**config.mk**
```make
export PLATFORM = sky130hd
export DESIGN_NAME = dfu_entry_gen
export DESIGN_NICKNAME = d
export VERILOG_FILES = /design/src/rtl/dfu_entry_pkg.sv /design/src/rtl/dfu_tick_gen.sv /design/src/rtl/dfu_phase_timer.sv /design/src/rtl/dfu_wave_gen.sv /design/src/rtl/dfu_seq_ctrl.sv /design/src/rtl/dfu_entry_gen.sv
export SDC_FILE = /design/constraint.sdc
export NUM_CORES = 1
export LEC_CHECK = 0
export ABC_AREA = 0
export BUFFER_PORTS_ARGS = -buffer_cell sky130_fd_sc_hd__buf_2
export CAP_MARGIN = 20
export CORE_ASPECT_RATIO = 0.8
export CORE_MARGIN = 2
export CORE_UTILIZATION = 55
export DETAILED_ROUTE_END_ITERATION = 8
export GPL_ROUTABILITY_DRIVEN = 0
export PLACE_DENSITY_LB_ADDON = 0.25
export SLEW_MARGIN = 20
export SYNTH_ARGS = -nofsm -noshare
export SYNTH_HDL_FRONTEND = slang
export SYNTH_SLANG_ARGS = --single-unit
```
**constraint.sdc**
```tcl
create_clock -name clk -period 2.3 [get_ports clk]
set_input_delay 0.23 -clock clk [delete_from_list [all_inputs] [get_ports clk]]
set_output_delay 0.23 -clock clk [all_outputs]
set_load 0.02 [all_outputs]
```
**src/rtl/dfu_entry_pkg.sv**
```systemverilog
package dfu_entry_pkg;

  typedef enum logic [1:0] {
    PH_IDLE    = 2'd0,
    PH_HOLD    = 2'd1,
    PH_PATTERN = 2'd2,
    PH_SETTLE  = 2'd3
  } phase_e;

  // Width of a counter that must hold values 0 .. n-1 (at least one bit).
  function automatic int cnt_w(input int n);
    return (n > 1) ? $clog2(n) : 1;
  endfunction

endpackage

```
**src/rtl/dfu_tick_gen.sv**
```systemverilog
module dfu_tick_gen #(
  parameter int PRESCALE = 49
) (
  input  logic clk,
  input  logic rst_n,
  input  logic clr,
  input  logic run,
  output logic tick
);
  import dfu_entry_pkg::*;

  localparam int PRE_W = cnt_w(PRESCALE + 1);
  localparam logic [PRE_W-1:0] PRE_MAX = PRE_W'(PRESCALE);

  logic [PRE_W-1:0] pre_q, pre_d;
  logic             wrap;

  assign wrap = (pre_q == PRE_MAX);
  assign tick = run && wrap;

  always_comb begin
    pre_d = pre_q;
    if (clr)
      pre_d = '0;
    else if (run)
      pre_d = wrap ? '0 : pre_q + PRE_W'(1);
  end

  always_ff @(posedge clk or negedge rst_n) begin
    if (!rst_n)
      pre_q <= '0;
    else
      pre_q <= pre_d;
  end

endmodule

```
**src/rtl/dfu_phase_timer.sv**
```systemverilog
module dfu_phase_timer #(
  parameter int TICKS_PER_MS = 1000,
  parameter int MS_W         = 6
) (
  input  logic            clk,
  input  logic            rst_n,
  input  logic            clr,
  input  logic            tick,
  input  logic [MS_W-1:0] len_ms,
  output logic            phase_end
);
  import dfu_entry_pkg::*;

  localparam int US_W = cnt_w(TICKS_PER_MS);
  localparam logic [US_W-1:0] US_MAX = US_W'(TICKS_PER_MS - 1);

  logic [US_W-1:0] us_q, us_d;
  logic [MS_W-1:0] ms_q, ms_d;
  logic            us_wrap;

  assign us_wrap   = (us_q == US_MAX);
  assign phase_end = tick && us_wrap && (ms_q == len_ms - MS_W'(1));

  always_comb begin
    us_d = us_q;
    ms_d = ms_q;
    if (clr) begin
      us_d = '0;
      ms_d = '0;
    end else if (tick) begin
      if (us_wrap) begin
        us_d = '0;
        ms_d = ms_q + MS_W'(1);
      end else begin
        us_d = us_q + US_W'(1);
      end
    end
  end

  always_ff @(posedge clk or negedge rst_n) begin
    if (!rst_n) begin
      us_q <= '0;
      ms_q <= '0;
    end else begin
      us_q <= us_d;
      ms_q <= ms_d;
    end
  end

endmodule

```
**src/rtl/dfu_wave_gen.sv**
```systemverilog
module dfu_wave_gen #(
  parameter int SCL_PERIOD = 10,
  parameter int SDA_PERIOD = 5
) (
  input  logic clk,
  input  logic rst_n,
  input  logic clr,
  input  logic run,
  input  logic tick,
  output logic scl,
  output logic sda
);
  import dfu_entry_pkg::*;

  localparam int SCL_W = cnt_w(SCL_PERIOD);
  localparam int SDA_W = cnt_w(SDA_PERIOD);
  localparam logic [SCL_W-1:0] SCL_MAX  = SCL_W'(SCL_PERIOD - 1);
  localparam logic [SCL_W-1:0] SCL_HIGH = SCL_W'(SCL_PERIOD / 2);
  localparam logic [SDA_W-1:0] SDA_MAX  = SDA_W'(SDA_PERIOD - 1);
  localparam logic [SDA_W-1:0] SDA_LOW  = SDA_W'(SDA_PERIOD / 2);

  logic [SCL_W-1:0] scl_q, scl_d;
  logic [SDA_W-1:0] sda_q, sda_d;
  logic             adv;

  assign adv = run && tick;

  always_comb begin
    scl_d = scl_q;
    sda_d = sda_q;
    if (clr) begin
      scl_d = '0;
      sda_d = '0;
    end else if (adv) begin
      scl_d = (scl_q == SCL_MAX) ? '0 : scl_q + SCL_W'(1);
      sda_d = (sda_q == SDA_MAX) ? '0 : sda_q + SDA_W'(1);
    end
  end

  always_ff @(posedge clk or negedge rst_n) begin
    if (!rst_n) begin
      scl_q <= '0;
      sda_q <= '0;
    end else begin
      scl_q <= scl_d;
      sda_q <= sda_d;
    end
  end

  // SCL: high first half. SDA: inverted, low first, so it rises mid-SCL.
  assign scl = run && (scl_q < SCL_HIGH);
  assign sda = run && (sda_q >= SDA_LOW);

endmodule

```
**src/rtl/dfu_seq_ctrl.sv**
```systemverilog
module dfu_seq_ctrl #(
  parameter int HOLD_MS    = 5,
  parameter int PATTERN_MS = 50,
  parameter int SETTLE_MS  = 10,
  parameter int MS_W       = 6
) (
  input  logic                    clk,
  input  logic                    rst_n,
  input  logic                    start,
  input  logic                    permit,
  input  logic                    phase_end,
  output dfu_entry_pkg::phase_e   phase,
  output logic [MS_W-1:0]         len_ms,
  output logic                    accept,
  output logic                    wave_clr,
  output logic                    done,
  output logic                    denied
);
  import dfu_entry_pkg::*;

  localparam logic [MS_W-1:0] LEN_HOLD    = MS_W'(HOLD_MS);
  localparam logic [MS_W-1:0] LEN_PATTERN = MS_W'(PATTERN_MS);
  localparam logic [MS_W-1:0] LEN_SETTLE  = MS_W'(SETTLE_MS);

  phase_e ph_q, ph_d;
  logic   done_q, done_d;
  logic   den_q, den_d;
  logic   idle;

  assign idle   = (ph_q == PH_IDLE);
  assign accept = idle && start && permit;

  always_comb begin
    ph_d     = ph_q;
    done_d   = 1'b0;
    den_d    = idle && start && !permit;
    wave_clr = 1'b0;
    unique case (ph_q)
      PH_IDLE:    if (accept) ph_d = PH_HOLD;
      PH_HOLD:    if (phase_end) begin
                    ph_d     = PH_PATTERN;
                    wave_clr = 1'b1;
                  end
      PH_PATTERN: if (phase_end) ph_d = PH_SETTLE;
      PH_SETTLE:  if (phase_end) begin
                    ph_d   = PH_IDLE;
                    done_d = 1'b1;
                  end
      default:    ph_d = PH_IDLE;
    endcase
  end

  always_comb begin
    unique case (ph_q)
      PH_HOLD:    len_ms = LEN_HOLD;
      PH_PATTERN: len_ms = LEN_PATTERN;
      PH_SETTLE:  len_ms = LEN_SETTLE;
      default:    len_ms = LEN_HOLD;
    endcase
  end

  always_ff @(posedge clk or negedge rst_n) begin
    if (!rst_n) begin
      ph_q   <= PH_IDLE;
      done_q <= 1'b0;
      den_q  <= 1'b0;
    end else begin
      ph_q   <= ph_d;
      done_q <= done_d;
      den_q  <= den_d;
    end
  end

  assign phase  = ph_q;
  assign done   = done_q;
  assign denied = den_q;

endmodule

```
**src/rtl/dfu_entry_gen.sv**
```systemverilog
module dfu_entry_gen #(
  parameter int PRESCALE     = 49,
  parameter int TICKS_PER_MS = 1000,
  parameter int HOLD_MS      = 5,
  parameter int PATTERN_MS   = 50,
  parameter int SETTLE_MS    = 10,
  parameter int SCL_PERIOD   = 10,
  parameter int SDA_PERIOD   = 5
) (
  input  logic clk,
  input  logic rst_n,
  input  logic start_i,
  input  logic permit_i,
  output logic scl_o,
  output logic sda_o,
  output logic mux_sel_o,
  output logic busy_o,
  output logic done_o,
  output logic denied_o
);
  import dfu_entry_pkg::*;

  localparam int MAX_MS = (HOLD_MS > PATTERN_MS)
                        ? ((HOLD_MS > SETTLE_MS) ? HOLD_MS : SETTLE_MS)
                        : ((PATTERN_MS > SETTLE_MS) ? PATTERN_MS : SETTLE_MS);
  localparam int MS_W = cnt_w(MAX_MS + 1);

  phase_e          phase;
  logic [MS_W-1:0] len_ms;
  logic            accept, wave_clr, phase_end, tick, busy, in_pattern;

  assign busy       = (phase != PH_IDLE);
  assign in_pattern = (phase == PH_PATTERN);

  dfu_seq_ctrl #(
    .HOLD_MS(HOLD_MS), .PATTERN_MS(PATTERN_MS),
    .SETTLE_MS(SETTLE_MS), .MS_W(MS_W)
  ) u_ctrl (
    .clk(clk), .rst_n(rst_n), .start(start_i), .permit(permit_i),
    .phase_end(phase_end), .phase(phase), .len_ms(len_ms),
    .accept(accept), .wave_clr(wave_clr), .done(done_o), .denied(denied_o)
  );

  dfu_tick_gen #(.PRESCALE(PRESCALE)) u_tick (
    .clk(clk), .rst_n(rst_n), .clr(accept), .run(busy), .tick(tick)
  );

  dfu_phase_timer #(.TICKS_PER_MS(TICKS_PER_MS), .MS_W(MS_W)) u_timer (
    .clk(clk), .rst_n(rst_n), .clr(accept || phase_end), .tick(tick),
    .len_ms(len_ms), .phase_end(phase_end)
  );

  dfu_wave_gen #(.SCL_PERIOD(SCL_PERIOD), .SDA_PERIOD(SDA_PERIOD)) u_wave (
    .clk(clk), .rst_n(rst_n), .clr(wave_clr), .run(in_pattern),
    .tick(tick), .scl(scl_o), .sda(sda_o)
  );

  assign busy_o    = busy;
  assign mux_sel_o = busy;

endmodule

```
# Yosys cells after proc, flatten, opt, wreduce, memory -nomap -nowiden

Cells that the tools add are included.

Flip-flop bits (word level): 33
Bits in latches: 0
RAM bits: 0
Memory bits (read-only): 0
Input port bits: 4
Output and inout port bits: 6
Memories kept: 0

Add/subtract/negate cells: 6
Multipliers: 0
Div/mod/pow operators: 0
$lt $le $gt $ge: 2
Eq/ne operators: 12
Shifts and indexed selects: 0
Muxes and demuxes: 24
Bitwise gates (word level): 0
Reduce and logical (&&, ||, !) cells: 19

Operators by type and width:

| operator                                                          | number |
|---|---|
| two-way mux 6 bit                                                 | 6 |
| two-way mux 10 bit                                                | 3 |
| adder 6 x 1 -> 6 bit, second input constant                       | 2 |
| two-way mux 4 bit                                                 | 3 |
| one-hot mux 6 bit (2 select lines)                                | 1 |
| adder 10 x 1 -> 10 bit, second input constant                     | 1 |
| equality test 10 bit, second input constant                       | 1 |
| nonzero test 2 bit                                                | 5 |
| logical AND 1 bit                                                 | 9 |
| two-way mux 3 bit                                                 | 3 |
| two-way mux 2 bit                                                 | 4 |
| inequality test 2 bit, second input constant                      | 4 |
| one-hot mux 2 bit (4 select lines)                                | 1 |
| equality test 6 bit                                               | 1 |
| equality test 6 bit, second input constant                        | 1 |
| subtractor 6 x 1 -> 6 bit, second input constant                  | 1 |
| adder 4 x 1 -> 4 bit, second input constant                       | 1 |
| equality test 2 bit, second input constant                        | 2 |
| equality test 4 bit, second input constant                        | 1 |
| < comparator 4 x 3 -> 1 bit, second input constant                | 1 |
| AND reduction 4 bit                                               | 1 |
| adder 3 x 1 -> 3 bit, second input constant                       | 1 |
| equality test 3 bit, second input constant                        | 1 |
| greater-or-equal comparator 3 x 2 -> 1 bit, second input constant | 1 |
| 6 further kinds                                                   | 8 |

# Logic depth before layout (Yosys ltp)

Gate-level depths: netlist of the first run.

Depth in word-level cells: 8
Depth in mapped cells: 8

# Cells and area by module

Synthesis of the first run repeated with hierarchy kept, for this count alone.

Cells, all modules: 229
Area, all modules: 2,125.8 um^2

By module, submodules not included:

| module          | instances | cells an instance | area each (um^2) |
|---|---|---|---|
| dfu_phase_timer | 1         | 108               | 977.2 |
| dfu_wave_gen    | 1         | 49                | 450.4 |
| dfu_tick_gen    | 1         | 43                | 409.1 |
| dfu_seq_ctrl    | 1         | 25                | 262.8 |
| dfu_entry_gen   | 1         | 4                 | 26.3 |

# Least setup slack after synthesis of the first run

Ideal clock, no wire load.

Path kind: register to register
Start: reg u_ctrl.ph_q[1], in the netlist u_ctrl.phase[1]
End: reg u_ctrl.ph_q[1], in the netlist u_ctrl.phase[1]
Setup time: 0.104 ns
Arrival time: 1.835 ns
Setup slack: 0.361 ns
Cell stages (with the launch flop): 7
Period minus slack after synthesis: 1.939 ns
Cells stage by stage: dfrtp_1 > inv_1 > ha_1 > and4bb_2 > nand4b_4 > or4_1 > o311ai_1

Longest elaborated chain between the ends: 7
Elaborated cells between the ends (all ways): 19

RTL lines:

| element                            | RTL line                               | source |
|---|---|---|
| start: declaration                 | dfu_seq_ctrl.sv:25                     | `phase_e ph_q, ph_d;` |
| start signal: assignment           | dfu_seq_ctrl.sv:68                     | `ph_q <= ph_d;` |
| equality test 2 bit                | dfu_seq_ctrl.sv:38, dfu_seq_ctrl.sv:54 |  |
| one-hot mux 6 bit (2 select lines) | dfu_seq_ctrl.sv:54                     | `unique case (ph_q)` |
| subtractor 6 x 1 -> 6 bit          | dfu_phase_timer.sv:22                  | `assign phase_end = tick && us_wrap && (ms_q == len_ms - MS_W'(1));` |
| equality test 6 bit                | dfu_phase_timer.sv:22                  |  |
| logical AND 1 bit                  | dfu_phase_timer.sv:22                  |  |
| inequality test 2 bit (no line)    | n/a                                    |  |
| AND reduction 4 bit (no line)      | n/a                                    |  |

Parallel ways exist; a longest one is shown, timed or not.
A chain may end at the register's enable or synchronous reset.

# Final worst setup path of the first run

Start: reg u_ctrl.ph_q[0], in the netlist u_ctrl.phase[0]
End: reg u_ctrl.ph_q[1], in the netlist u_ctrl.phase[1]

Same word-level chain as after synthesis.

==> results of run 1 <==
==> flip-flops by register name, summed over array words and instances, names as in the netlist <==
signal,cells
u_tick.pre_q,6
u_wave.sda_q,3
u_timer.us_q,10
u_ctrl.denied,1
u_timer.ms_q,6
u_wave.scl_q,4
u_ctrl.phase,2
u_ctrl.done,1
==> per-layer routing <==
metal / GRT usage [%] / vias to the layer above / wire length (um)
li1: - / 845 / -
met1: 33.2 / 816 / 2190
met2: 32.9 / 23 / 1830
met3: 5.06 / 8 / 141
met4: 10.1 / 0 / 78
met5: 0 / - / 0
==> cells by family after synthesis <==
family / after synthesis / synth area share [%]
xor+xnor: 8 / 3.25
compound gates: 47 / 14.6
flops: 33 / 38.3
fa+ha+maj: 16 / 9.29
simple gates: 91 / 26.7
buf+inv: 21 / 4.47
mux: 7 / 3.31
==> layout by cell type, fill, tap and decap left out, types with 7 or more instances in the layout <==
cell type	instances
dfrtp_1	32
ha_1	15
nand2_1	14
nor2_1	14
inv_1	12
a21oi_1	12
o21ai_0	10
buf_2	9
nand3_1	8
nor3_1	7
==> worst max-delay path: stages, from the launching register on <==
cell	delay, ns
dfrtp_1	0.42
inv_1	0.17
ha_1	0.33
xnor2_1	0.15
nand2b_1	0.26
or4_1	0.60
o311ai_1	0.10
==> area by class of cell <==
class,instances,share of cell area [%]
Tap cell,55,2.89
Inverter,12,1.89
Multi-Input combinational cell,169,51.8
Clock inverter,1,1.26
Timing Repair Buffer,15,3.78
Clock buffer,7,3.62
Sequential cell,33,34.7
==> metrics by stage <==
step	std cells	total power, mW	worst slack [ns]	hold slack (ns)
3_3_place_gp	284	0.606	0.223	0.332
5_1_grt	292	1.21	0.0282	0.0584
4_1_cts	292	1.18	0.140	0.0186
6_report	292	1.17	0.154	-0.0154
2_1_floorplan	223	0.591	0.361	-0.0656
3_5_place_dp	284	0.606	0.163	0.338
==> power groups by stage <==
stage | combinational (mW) | clock, mW | sequential (mW)
2_1_floorplan | 0.0000469 | 0 | 0.591
4_1_cts | 0.0153 | 0.586 | 0.580
3_5_place_dp | 0.0152 | 0 | 0.591
6_report | 0.0139 | 0.574 | 0.580
5_1_grt | 0.0174 | 0.612 | 0.580
3_3_place_gp | 0.0152 | 0 | 0.591
==> synth_stat cells, types with 2 or more instances <==
| cell | n | share of area, % |
|---|---|---|
| mux2i_1 | 6 | 2.8 |
| xnor2_1 | 4 | 1.6 |
| nor4_1 | 3 | 0.87 |
| a222oi_1 | 2 | 0.93 |
| buf_4 | 2 | 0.70 |
| nand2_1 | 14 | 2.4 |
| nand3_1 | 8 | 1.9 |
| nor3_1 | 7 | 1.6 |
| xor2_1 | 4 | 1.6 |
| inv_1 | 12 | 2.1 |
| nor3b_1 | 3 | 1.0 |
| dfrtp_1 | 33 | 38 |
| and3_1 | 4 | 1.2 |
| a211o_1 | 2 | 0.81 |
| o31ai_1 | 3 | 1.0 |
| or3b_1 | 2 | 0.81 |
| a22o_1 | 2 | 0.81 |
| a21oi_1 | 12 | 2.8 |
| nand4_1 | 6 | 1.7 |
| or2_2 | 2 | 0.58 |
| and3b_1 | 3 | 1.2 |
| nor2_1 | 14 | 2.4 |
| ha_1 | 16 | 9.3 |
| nor2b_1 | 3 | 0.87 |
| buf_2 | 2 | 0.46 |
| o31a_1 | 2 | 0.81 |
| or4_1 | 4 | 1.4 |
| or3_1 | 3 | 0.87 |
| o21ai_0 | 10 | 2.3 |
| o211ai_1 | 3 | 1.0 |
| nand2b_1 | 4 | 1.2 |
| clkbuf_1 | 4 | 0.70 |
| a31oi_1 | 2 | 0.58 |
==> final timing paths <==
kind | startpoint | endpoint | cells after the start | slack (ns)
setup / recovery | u_ctrl.phase[0] | u_ctrl.phase[1] | 6 | 0.15
max in group asynchronous | rst_n | u_ctrl.phase[1] | 1 | 1.81
hold reg to reg | u_tick.pre_q[3] | u_tick.pre_q[3] | 1 | 0.55
setup reg to reg | u_ctrl.phase[0] | u_ctrl.phase[1] | 6 | 0.15
min in group clk | permit_i | u_ctrl.denied | 2 | 0.12
hold / removal | rst_n | u_wave.sda_q[2] | 1 | -0.02
==> metrics.md, run 1 <==
| Metric | Value |
|---|---|
| Final net count | `~260` |
| Vias after detailed routing | `around 1,700` |
| Clk pwr share | `approximately half` |
| Multi-input logic area | `1230 sq um` |
| Final Util | `between 60 and 70%` |
| Type of the worst setup path | `reg2reg` |
| Mean post-synth cell area | `9.66 sq um` |
| FF/Latch Area | `just over 800 sq um` |
| Worst Tran Pin Value | `between 0.7 and 0.8 ns` |
| Final Hold Fails | `33` |
| Layout area overhead | `10.6%` |
| Root Buffer | `clkbuf_8` |
| Seq pwr share | `between 40% and 50%` |
| Congestion Overflow GR | `0` |
| CTS tree | `built` |
| Max Freq | `466 MHz` |
| Longest Clk Path Bufs | `2` |
| CTS buffer count | `5` |
| Core area | `roughly 3800 sq um` |
| Skew final | `0.00585 ns` |
| Post-DR vias/cell | `approximately 5.8` |
| Worst min path class | `in2async` |
| Tmin final | `between 2 and 2.5 ns` |
| MaxCap Viol Count | `0` |
| Routed len/inst | `approximately 15 um` |
| Post-route cell area | `approximately 2400 sq um` |
| Critical path peak fanout | `10` |
| Fillers | `around 300` |
| RSZ-0062 raised after global routing | `false` |
| Period utilization | `between 90 and 100%` |
| Unique masters post-synth | `55` |
| Post-route ant nets | `0` |
| Clock Latency Late Sink | `~0.3 ns` |
| Cell Area, Synth | `around 2200 sq um` |
| Register area share after synthesis | `a little under two fifths` |
| Pins Over Slew Limit | `0` |
| Drc violations | `0` |
| PwrDens | `slightly below 500 nW/um^2` |
| Share of cells above drive strength 1 | `13.9%` |
| Syn Inst Count | `223` |
| Largest net degree at the start of global routing | `34` |
| Post-CTS setup repair buffer count | `0` |
| # diodes | `0` |
| Input/output buffers | `9` |
| Switching portion of total power | `between 10% and 20%` |
| Failing checks | `hold timing` |
| H-tree Lvls | `2` |
| I/O Pins | `10` |
| Internal cell power | `a little over 0.9 mW` |
| DPL Wire Length | `2890 um` |
| Worst EP arrival | `2.34 ns` |
| Hold WS | `-0.0154 ns` |
| WP data required | `between 2 and 3 ns` |
| First-pass GRT wire length | `around 7500 um` |
| Crit path capture type | `flop` |
| Site Rows | `20` |
| CP Launch Type | `flop` |
| Die Width | `~74 um` |
| Combinational fraction of design power | `approximately 1.2%` |
| Die ar. | `4440 sq um` |
| Initial antenna violation count | `0` |
| Net Switching | `between 0.2 and 0.25 mW` |
| Placed Area | `between 2000 and 2500 sq um` |
| Leakage power | `~1.1 nW` |
| Main flop type after synthesis | `dfrtp_1` |
| DRT Pass-1 Iters | `4` |
| Syn Nets | `243` |
| Synthesis-stage register bit count | `33` |
| Hold-fix buffers, CTS | `0` |
| Ys Warns | `0` |
| Clock sink count | `33` |
| Initial DRC count | `134` |
| Initial Utilization | `approximately 57%` |
| Worst-path clk slew | `~0.070 ns` |
| Slew headroom | `between 50% and 60%` |
| Async S/R FF share, synth | `100%` |
| Status | `finished, violations left` |
| Final setup TNS | `0 ns` |
| IR drop worst, VDD | `around 0.00038 V` |
| Cts repair resizes | `0` |
| Routed WL | `between 4000 and 5000 um` |
| Final setup fails | `0` |
| Die Ht | `~60 um` |
| Vias in the first global route | `approximately 1,600` |
| Post-synth EDFFs | `0` |
| GRT Total Usage | `a little under a quarter` |
Note: power is estimated with default switching activity, not from simulation.
==> inputs of run 2 (changes only) <==
--- a/config.mk
+++ b/config.mk
@@ -12,7 +12,6 @@
 export CORE_MARGIN = 2
 export CORE_UTILIZATION = 55
 export DETAILED_ROUTE_END_ITERATION = 8
-export GPL_ROUTABILITY_DRIVEN = 0
 export PLACE_DENSITY_LB_ADDON = 0.25
 export SLEW_MARGIN = 20
 export SYNTH_ARGS = -nofsm -noshare
==> constraint.sdc (replaced) <==
create_clock -name clk -period 2.45 [get_ports clk]
set_input_delay 0.245 -clock clk [delete_from_list [all_inputs] [get_ports clk]]
set_output_delay 0.245 -clock clk [all_outputs]
set_load 0.02 [all_outputs]
==> metrics.md, run 2 (synthesis gave the netlist of run 1 again) <==
| Metric | Value |
|---|---|
| Placed Area | `2240 sq um (-1.0%)` |
| Leakage power | `1.04 nW (-2.5%)` |
| Max FFs per register | `10 (unchanged)` |
| Met2 GRT Util | `31.9% (-1.0 points)` |
| H-tree Lvls | `2 (unchanged)` |
| Final Hold Fails | `0 (-100%)` |
| CP Launch Type | `flop` |
| Pins Over Slew Limit | `0 (unchanged)` |
| I/O Pins | `10 (unchanged)` |
| Die Width | `74.0 um (unchanged)` |
| Slowest-stage cell, CP | `or4_1` |
| Busiest grt layer | `met2` |
| Post-route cell area | `2320 sq um (-2.5%)` |
| Critical path launch point | `u_ctrl.phase[1]` |
| Post-CTS setup repair buffer count | `0 (unchanged)` |
| Worst Tran Pin Value | `0.736 ns (+0.0121 ns)` |
| Largest net degree at the start of global routing | `34 (unchanged)` |
| Final net count | `253 (-1.2%)` |
| Period utilization | `88.8% (-4.5 points)` |
| Final GP Congestion | `between 0.8 and 0.9` |
| Critical Path Max Stage Delay | `0.53 ns (-0.07 ns)` |
| Cts repair resizes | `0 (unchanged)` |
| Clock Latency Late Sink | `0.29 ns (about the same)` |
| Reg-to-reg slack, setup | `0.27 ns (+0.12 ns)` |
| Pre-CTS setup slack | `0.322 ns (+0.159 ns)` |
| Largest Register | `u_timer.us_q` |
| Die ar. | `4440 sq um (unchanged)` |
| Final WS setup | `0.273 ns (+0.120 ns)` |
| Reg2reg start | `u_ctrl.phase[1]` |
| Slew headroom | `50.9% (-0.80 points)` |
| Initial antenna violation count | `0 (unchanged)` |
| Regs by FF count | `u_timer.us_q: 10 flops, u_tick.pre_q: 6 flops, u_timer.ms_q: 6 flops` |
| Layout area overhead | `7.78%` |
| Input/output buffers | `9 (unchanged)` |
| Critical path peak fanout | `9 (-1)` |
| Longest Clk Path Bufs | `2 (unchanged)` |
| Post-route ant nets | `0 (unchanged)` |
| # diodes | `0 (unchanged)` |
| GRT Total Usage | `21.9% (-1.1 points)` |
| IR drop worst, VDD | `0.000330 V (-14%)` |
| Die Ht | `60.0 um (unchanged)` |
| GR Util met3 | `6.58% (+1.5 points)` |
| Commonest non-fill, non-tap cells in the layout | `33 x dfrtp_1, 16 x ha_1, 14 x nand2_1, 14 x nor2_1` |
| CTS tree | `built` |
| CTS buffer count | `5 (unchanged)` |
| PwrDens | `410 nW/um^2 (-16%)` |
| Root Buffer | `clkbuf_8` |
| Clock sink count | `33 (unchanged)` |
| Worst-path clk slew | `0.07 ns (about the same)` |
| Drc violations | `0 (unchanged)` |
| Vias after detailed routing | `1,685 (-0.41%)` |
| RSZ-0062 raised after global routing | `false` |
| DPL Wire Length | `2970 um (+2.7%)` |
| Initial DRC count | `149 (+11%)` |
| MaxCap Viol Count | `0 (unchanged)` |
| Initial Utilization | `57.0% (unchanged)` |
| Final setup TNS | `0 ns (unchanged)` |
| R2r worst-path depth | `6 (unchanged)` |
| DRT Pass-1 Iters | `4 (unchanged)` |
| Crit path capture type | `flop` |
| Max Freq | `459 MHz (-1.4%)` |
| Vias in the first global route | `1,507 (-6.2%)` |
| Worst min path class | `in2async` |
| Hold WS | `0.0101 ns (+0.0255 ns)` |
| Status | `finished, final reports clean` |
| Share of cells above drive strength 1 | `12.0% (-2.0 points)` |
| Most common cell after layout, fill and taps aside | `dfrtp_1` |
| Type of the worst setup path | `reg2reg` |
| Skew final | `0.00632 ns (+0.000467 ns)` |
| First-pass GRT wire length | `7290 um (-3.4%)` |
| FF-to-FF End | `u_ctrl.phase[1]` |
| WP data required | `2.64 ns (+0.14 ns)` |
| Tmin final | `2.18 ns (+0.0302 ns)` |
| Hold-fix buffers, CTS | `0 (unchanged)` |
| Setup crit end | `u_ctrl.phase[1]` |
| Post-DR vias/cell | `5.83 (+0.62%)` |
| Final setup fails | `0 (unchanged)` |
| Routed len/inst | `14.8 um (+1.8%)` |
| Site Rows | `20 (unchanged)` |
| Cell Chain, Critical Path | `inv_1 > ha_1 > and4bb_2 > nand4b_4 > or4_1 > o311ai_1` |
| Met1 GRT Util | `31.6% (-1.6 points)` |
| Routed WL | `4270 um (+0.80%)` |
| Core area | `3780 sq um (unchanged)` |
| Worst EP arrival | `2.36 ns (+0.02 ns)` |
| Congestion Overflow GR | `0 (unchanged)` |
-- run 2: cell count changes in the layout (fill, tap and decap cells not counted) --
cell / before / now
buf_4: 6 / 3
clkinv_2: 0 / 2
bufinv_16: 1 / 0
clkbuf_8: 6 / 5
dfrtp_1: 32 / 33
dfrtp_2: 1 / 0
ha_1: 15 / 16
ha_2: 1 / 0
-- run 2: final cells by class --
| cell class | instances | area [sq um] |
|---|---|---|
| fillers | 329 | 1460 |
| multi-input cells | 169 | 1230 |
| flip-flops and latches | 33 | 826 |
| clock buffers | 6 | 72.6 |
| well taps | 55 | 68.8 |
| repair buffers | 12 | 67.6 |
| inverters | 12 | 45.0 |
| clock inverters | 2 | 10.0 |
-- run 2: worst min-delay path by stage --
| stage | to | cells past startpoint |
|---|---|---|
| global route | u_wave.sda_q[2] | 1 |
| detailed placement | u_wave.scl_q[3] | 1 |
| floorplan | u_ctrl.denied | 0 |
| finish | u_wave.sda_q[2] | 1 |
| CTS | u_wave.scl_q[3] | 1 |
| global placement | u_wave.sda_q[2] | 1 |
-- run 2: report_power, final --
group	internal [mW]	switching (mW)
clock	0.197	0.197
combinational	0.00175	0.0114
sequential	0.545	0
total	0.743	0.209
-- run 2: routing by layer --
layer  vias up  part of all wire, %
met1       811                   51
met3         5                  3.7
met4         0                  1.1
met2        28                   44
met5         -                    0
li1        841                    -
-- run 2: stage by stage --
| stage | total power [mW] | util [%] | instances |
|---|---|---|---|
| 3_3_place_gp | 0.569 | 59.3 | 281 |
| 5_1_grt | 0.985 | 61.5 | 289 |
| 4_1_cts | 0.961 | 61.5 | 289 |
| 6_report | 0.952 | 61.5 | 289 |
| 3_5_place_dp | 0.569 | 59.3 | 281 |
| 2_1_floorplan | 0.555 | - | 223 |
-- run 2: critical path, delay by kind of cell, from the launching register on --
| family | cells | cell delay (ns) |
|---|---|---|
| AO/OA/AOI/OAI | 1 | 0.10 |
| adder cells (fa/ha/maj) | 1 | 0.29 |
| AND/OR/NAND/NOR | 3 | 1.10 |
| buffers and inverters | 1 | 0.14 |
| flip-flops | 1 | 0.45 |
==> inputs of run 3 (changes only) <==
--- a/config.mk
+++ b/config.mk
@@ -9,8 +9,7 @@
 export BUFFER_PORTS_ARGS = -buffer_cell sky130_fd_sc_hd__buf_2
 export CAP_MARGIN = 20
 export CORE_ASPECT_RATIO = 0.8
-export CORE_MARGIN = 2
-export CORE_UTILIZATION = 55
+export CORE_UTILIZATION = 30
 export DETAILED_ROUTE_END_ITERATION = 8
 export PLACE_DENSITY_LB_ADDON = 0.25
 export SLEW_MARGIN = 20
==> metrics.md, run 3 (synthesis gave the netlist of run 1 again) <==
| Metric | Value |
|---|---|
| Status | `finished, final reports clean` |
| Slew headroom | `47.8% (-3.1 points)` |
| # diodes | `0 (unchanged)` |
| PwrDens | `458 nW/um^2 (+12%)` |
| DRT Pass-1 Iters | `4 (unchanged)` |
| Root Buffer | `clkbuf_8` |
| Post-route ant nets | `0 (unchanged)` |
| Placed Area | `2290 sq um (+2.1%)` |
| Die Ht | `77.8 um (+30%)` |
| First-pass GRT wire length | `7980 um (+9.6%)` |
| Post-DR vias/cell | `5.26 (-9.8%)` |
| Max FFs per register | `10 (unchanged)` |
| CTS tree | `built` |
| Core area | `6930 sq um (+83%)` |
| Input/output buffers | `9 (unchanged)` |
| Hold-fix buffers, CTS | `0 (unchanged)` |
| DPL Wire Length | `3130 um (+5.4%)` |
| Share of cells above drive strength 1 | `12.3% (+0.37 points)` |
| Largest Register | `u_timer.us_q` |
| MaxCap Viol Count | `0 (unchanged)` |
| Clock Latency Late Sink | `0.29 ns (about the same)` |
| Switching portion of total power | `20.2% (-1.8 points)` |
| Worst min path class | `in2async` |
| Post-route cell area | `2400 sq um (+3.5%)` |
| Commonest non-fill, non-tap cells in the layout | `33 x dfrtp_1, 16 x ha_1, 14 x nand2_1, 14 x nor2_1` |
| Period utilization | `89.9% (+1.1 points)` |
| Worst-path clk slew | `0.07 ns (about the same)` |
| Internal cell power | `0.878 mW (+18%)` |
| Crit path capture type | `flop` |
| Slowest-stage cell, CP | `dfrtp_1` |
| Crit path max-delay family | `simple AND/OR/NAND/NOR gates` |
| IR drop worst, VDD | `0.000210 V (-36%)` |
| Cell Chain, Critical Path | `inv_1 > ha_1 > and4bb_2 > and4b_1 > mux2i_1 > nor4_1` |
| RSZ-0062 raised after global routing | `false` |
| Type of the worst setup path | `reg2reg` |
| Initial antenna violation count | `0 (unchanged)` |
| Tmin final | `2.20 ns (+0.0258 ns)` |
| Layout area overhead | `11.6%` |
| Critical path peak fanout | `8 (-1)` |
| Initial Utilization | `31.1% (-26 points)` |
| WP data required | `2.64 ns (about the same)` |
| Drc violations | `0 (unchanged)` |
| Max Freq | `454 MHz (-1.2%)` |
| Routed WL | `4520 um (+5.7%)` |
| Clock sink count | `33 (unchanged)` |
| Regs by FF count | `u_timer.us_q: 10 flops, u_tick.pre_q: 6 flops, u_timer.ms_q: 6 flops` |
| Final setup TNS | `0 ns (unchanged)` |
| Die Width | `96.8 um (+31%)` |
| Critical Path Max Stage Delay | `0.46 ns (-0.07 ns)` |
| Site Rows | `27 (+35%)` |
| CP bufs+invs | `1 (unchanged)` |
| CTS buffer count | `5 (unchanged)` |
| Post-CTS setup repair buffer count | `0 (unchanged)` |
| GRT Total Usage | `13.1% (-8.7 points)` |
| Leakage power | `1.06 nW (+1.7%)` |
| Clk pwr share | `49.3% (+7.9 points)` |
| H-tree Lvls | `2 (unchanged)` |
| Vias in the first global route | `1,658 (+10%)` |
| Congestion Overflow GR | `0 (unchanged)` |
| Combinational fraction of design power | `1.2% (-0.2 points)` |
| Net Switching | `0.222 mW (+6.3%)` |
| I/O Pins | `10 (unchanged)` |
| CP Launch Type | `flop` |
| Worst EP arrival | `2.40 ns (+0.04 ns)` |
| Skew final | `0.00857 ns (+0.00226 ns)` |
| Cts repair resizes | `0 (unchanged)` |
| Vias after detailed routing | `1,694 (+0.53%)` |
| Final net count | `254 (+0.40%)` |
| Final GP Congestion | `0.754 (-5.9%)` |
| Pins Over Slew Limit | `0 (unchanged)` |
| Largest net degree at the start of global routing | `34 (unchanged)` |
| Hold WS | `0.0314 ns (+0.0213 ns)` |
| Seq pwr share | `49.5% (-7.7 points)` |
| Longest Clk Path Bufs | `2 (unchanged)` |
| Die ar. | `7530 sq um (+70%)` |
| Final Hold Fails | `0 (unchanged)` |
| Initial DRC count | `97 (-35%)` |
| Final setup fails | `0 (unchanged)` |
| Worst Tran Pin Value | `0.783 ns (+0.0462 ns)` |
| Routed len/inst | `14.0 um (-5.1%)` |
| Most common cell after layout, fill and taps aside | `dfrtp_1` |
[run 3: path summary, 6_finish.rpt]
path	startpoint	endpoint	slack, ns	depth (start not counted)
max	u_ctrl.phase[1]	u_timer.ms_q[2]	0.25	6
min	rst_n	u_wave.scl_q[3]	0.03	1
max reg2reg	u_ctrl.phase[1]	u_timer.ms_q[2]	0.25	6
min reg2reg	u_tick.pre_q[5]	u_tick.pre_q[5]	0.54	2
max in group asynchronous	rst_n	u_ctrl.phase[0]	1.92	1
min in group clk	permit_i	u_ctrl.denied	0.12	2
[run 3: worst reg2reg max path, delay by kind of cell, from the launching register on]
family / cells / cell delay (ns)
DFF: 1 / 0.46
muxes: 1 / 0.13
buffers and inverters: 1 / 0.15
and+or+nand+nor: 3 / 1.07
adders and majority gates: 1 / 0.30
[run 3: power groups by stage]
stage          registers, mW  logic (mW)  clock network (mW)
3_5_place_dp           0.555      0.0151                   0
5_1_grt                0.544      0.0165               0.584
4_1_cts                0.544      0.0151               0.558
6_report               0.544      0.0137               0.542
2_1_floorplan          0.555   0.0000441                   0
3_3_place_gp           0.555      0.0149                   0
[run 3: final cells by class]
type / instances / area [sq um]
Inverter: 12 / 45.0
Fill cell: 685 / 4520
Multi-Input combinational cell: 169 / 1230
Tap cell: 87 / 109
Clock buffer: 7 / 86.3
Sequential cell: 33 / 826
Timing Repair Buffer: 13 / 75.1
Clock inverter: 1 / 30.0
[run 3: metal layers]
| metal | vias to the layer above | global-route usage [%] | wire, um |
|---|---|---|---|
| met4 | 0 | 5.52 | 65 |
| met2 | 22 | 20.2 | 1910 |
| met1 | 820 | 17.5 | 2400 |
| met5 | - | 0 | 0 |
| li1 | 844 | - | - |
| met3 | 8 | 3.24 | 131 |
[run 3: stage by stage]
step / util, % / worst slack (ns) / power [mW] / instances
detailed placement: 33.0 / 0.256 / 0.570 / 314
floorplan: - / 0.511 / 0.555 / 223
global placement: 33.0 / 0.285 / 0.570 / 314
global route: 34.7 / 0.0588 / 1.14 / 322
finish: 34.7 / 0.248 / 1.10 / 322
CTS: 34.7 / 0.210 / 1.12 / 322
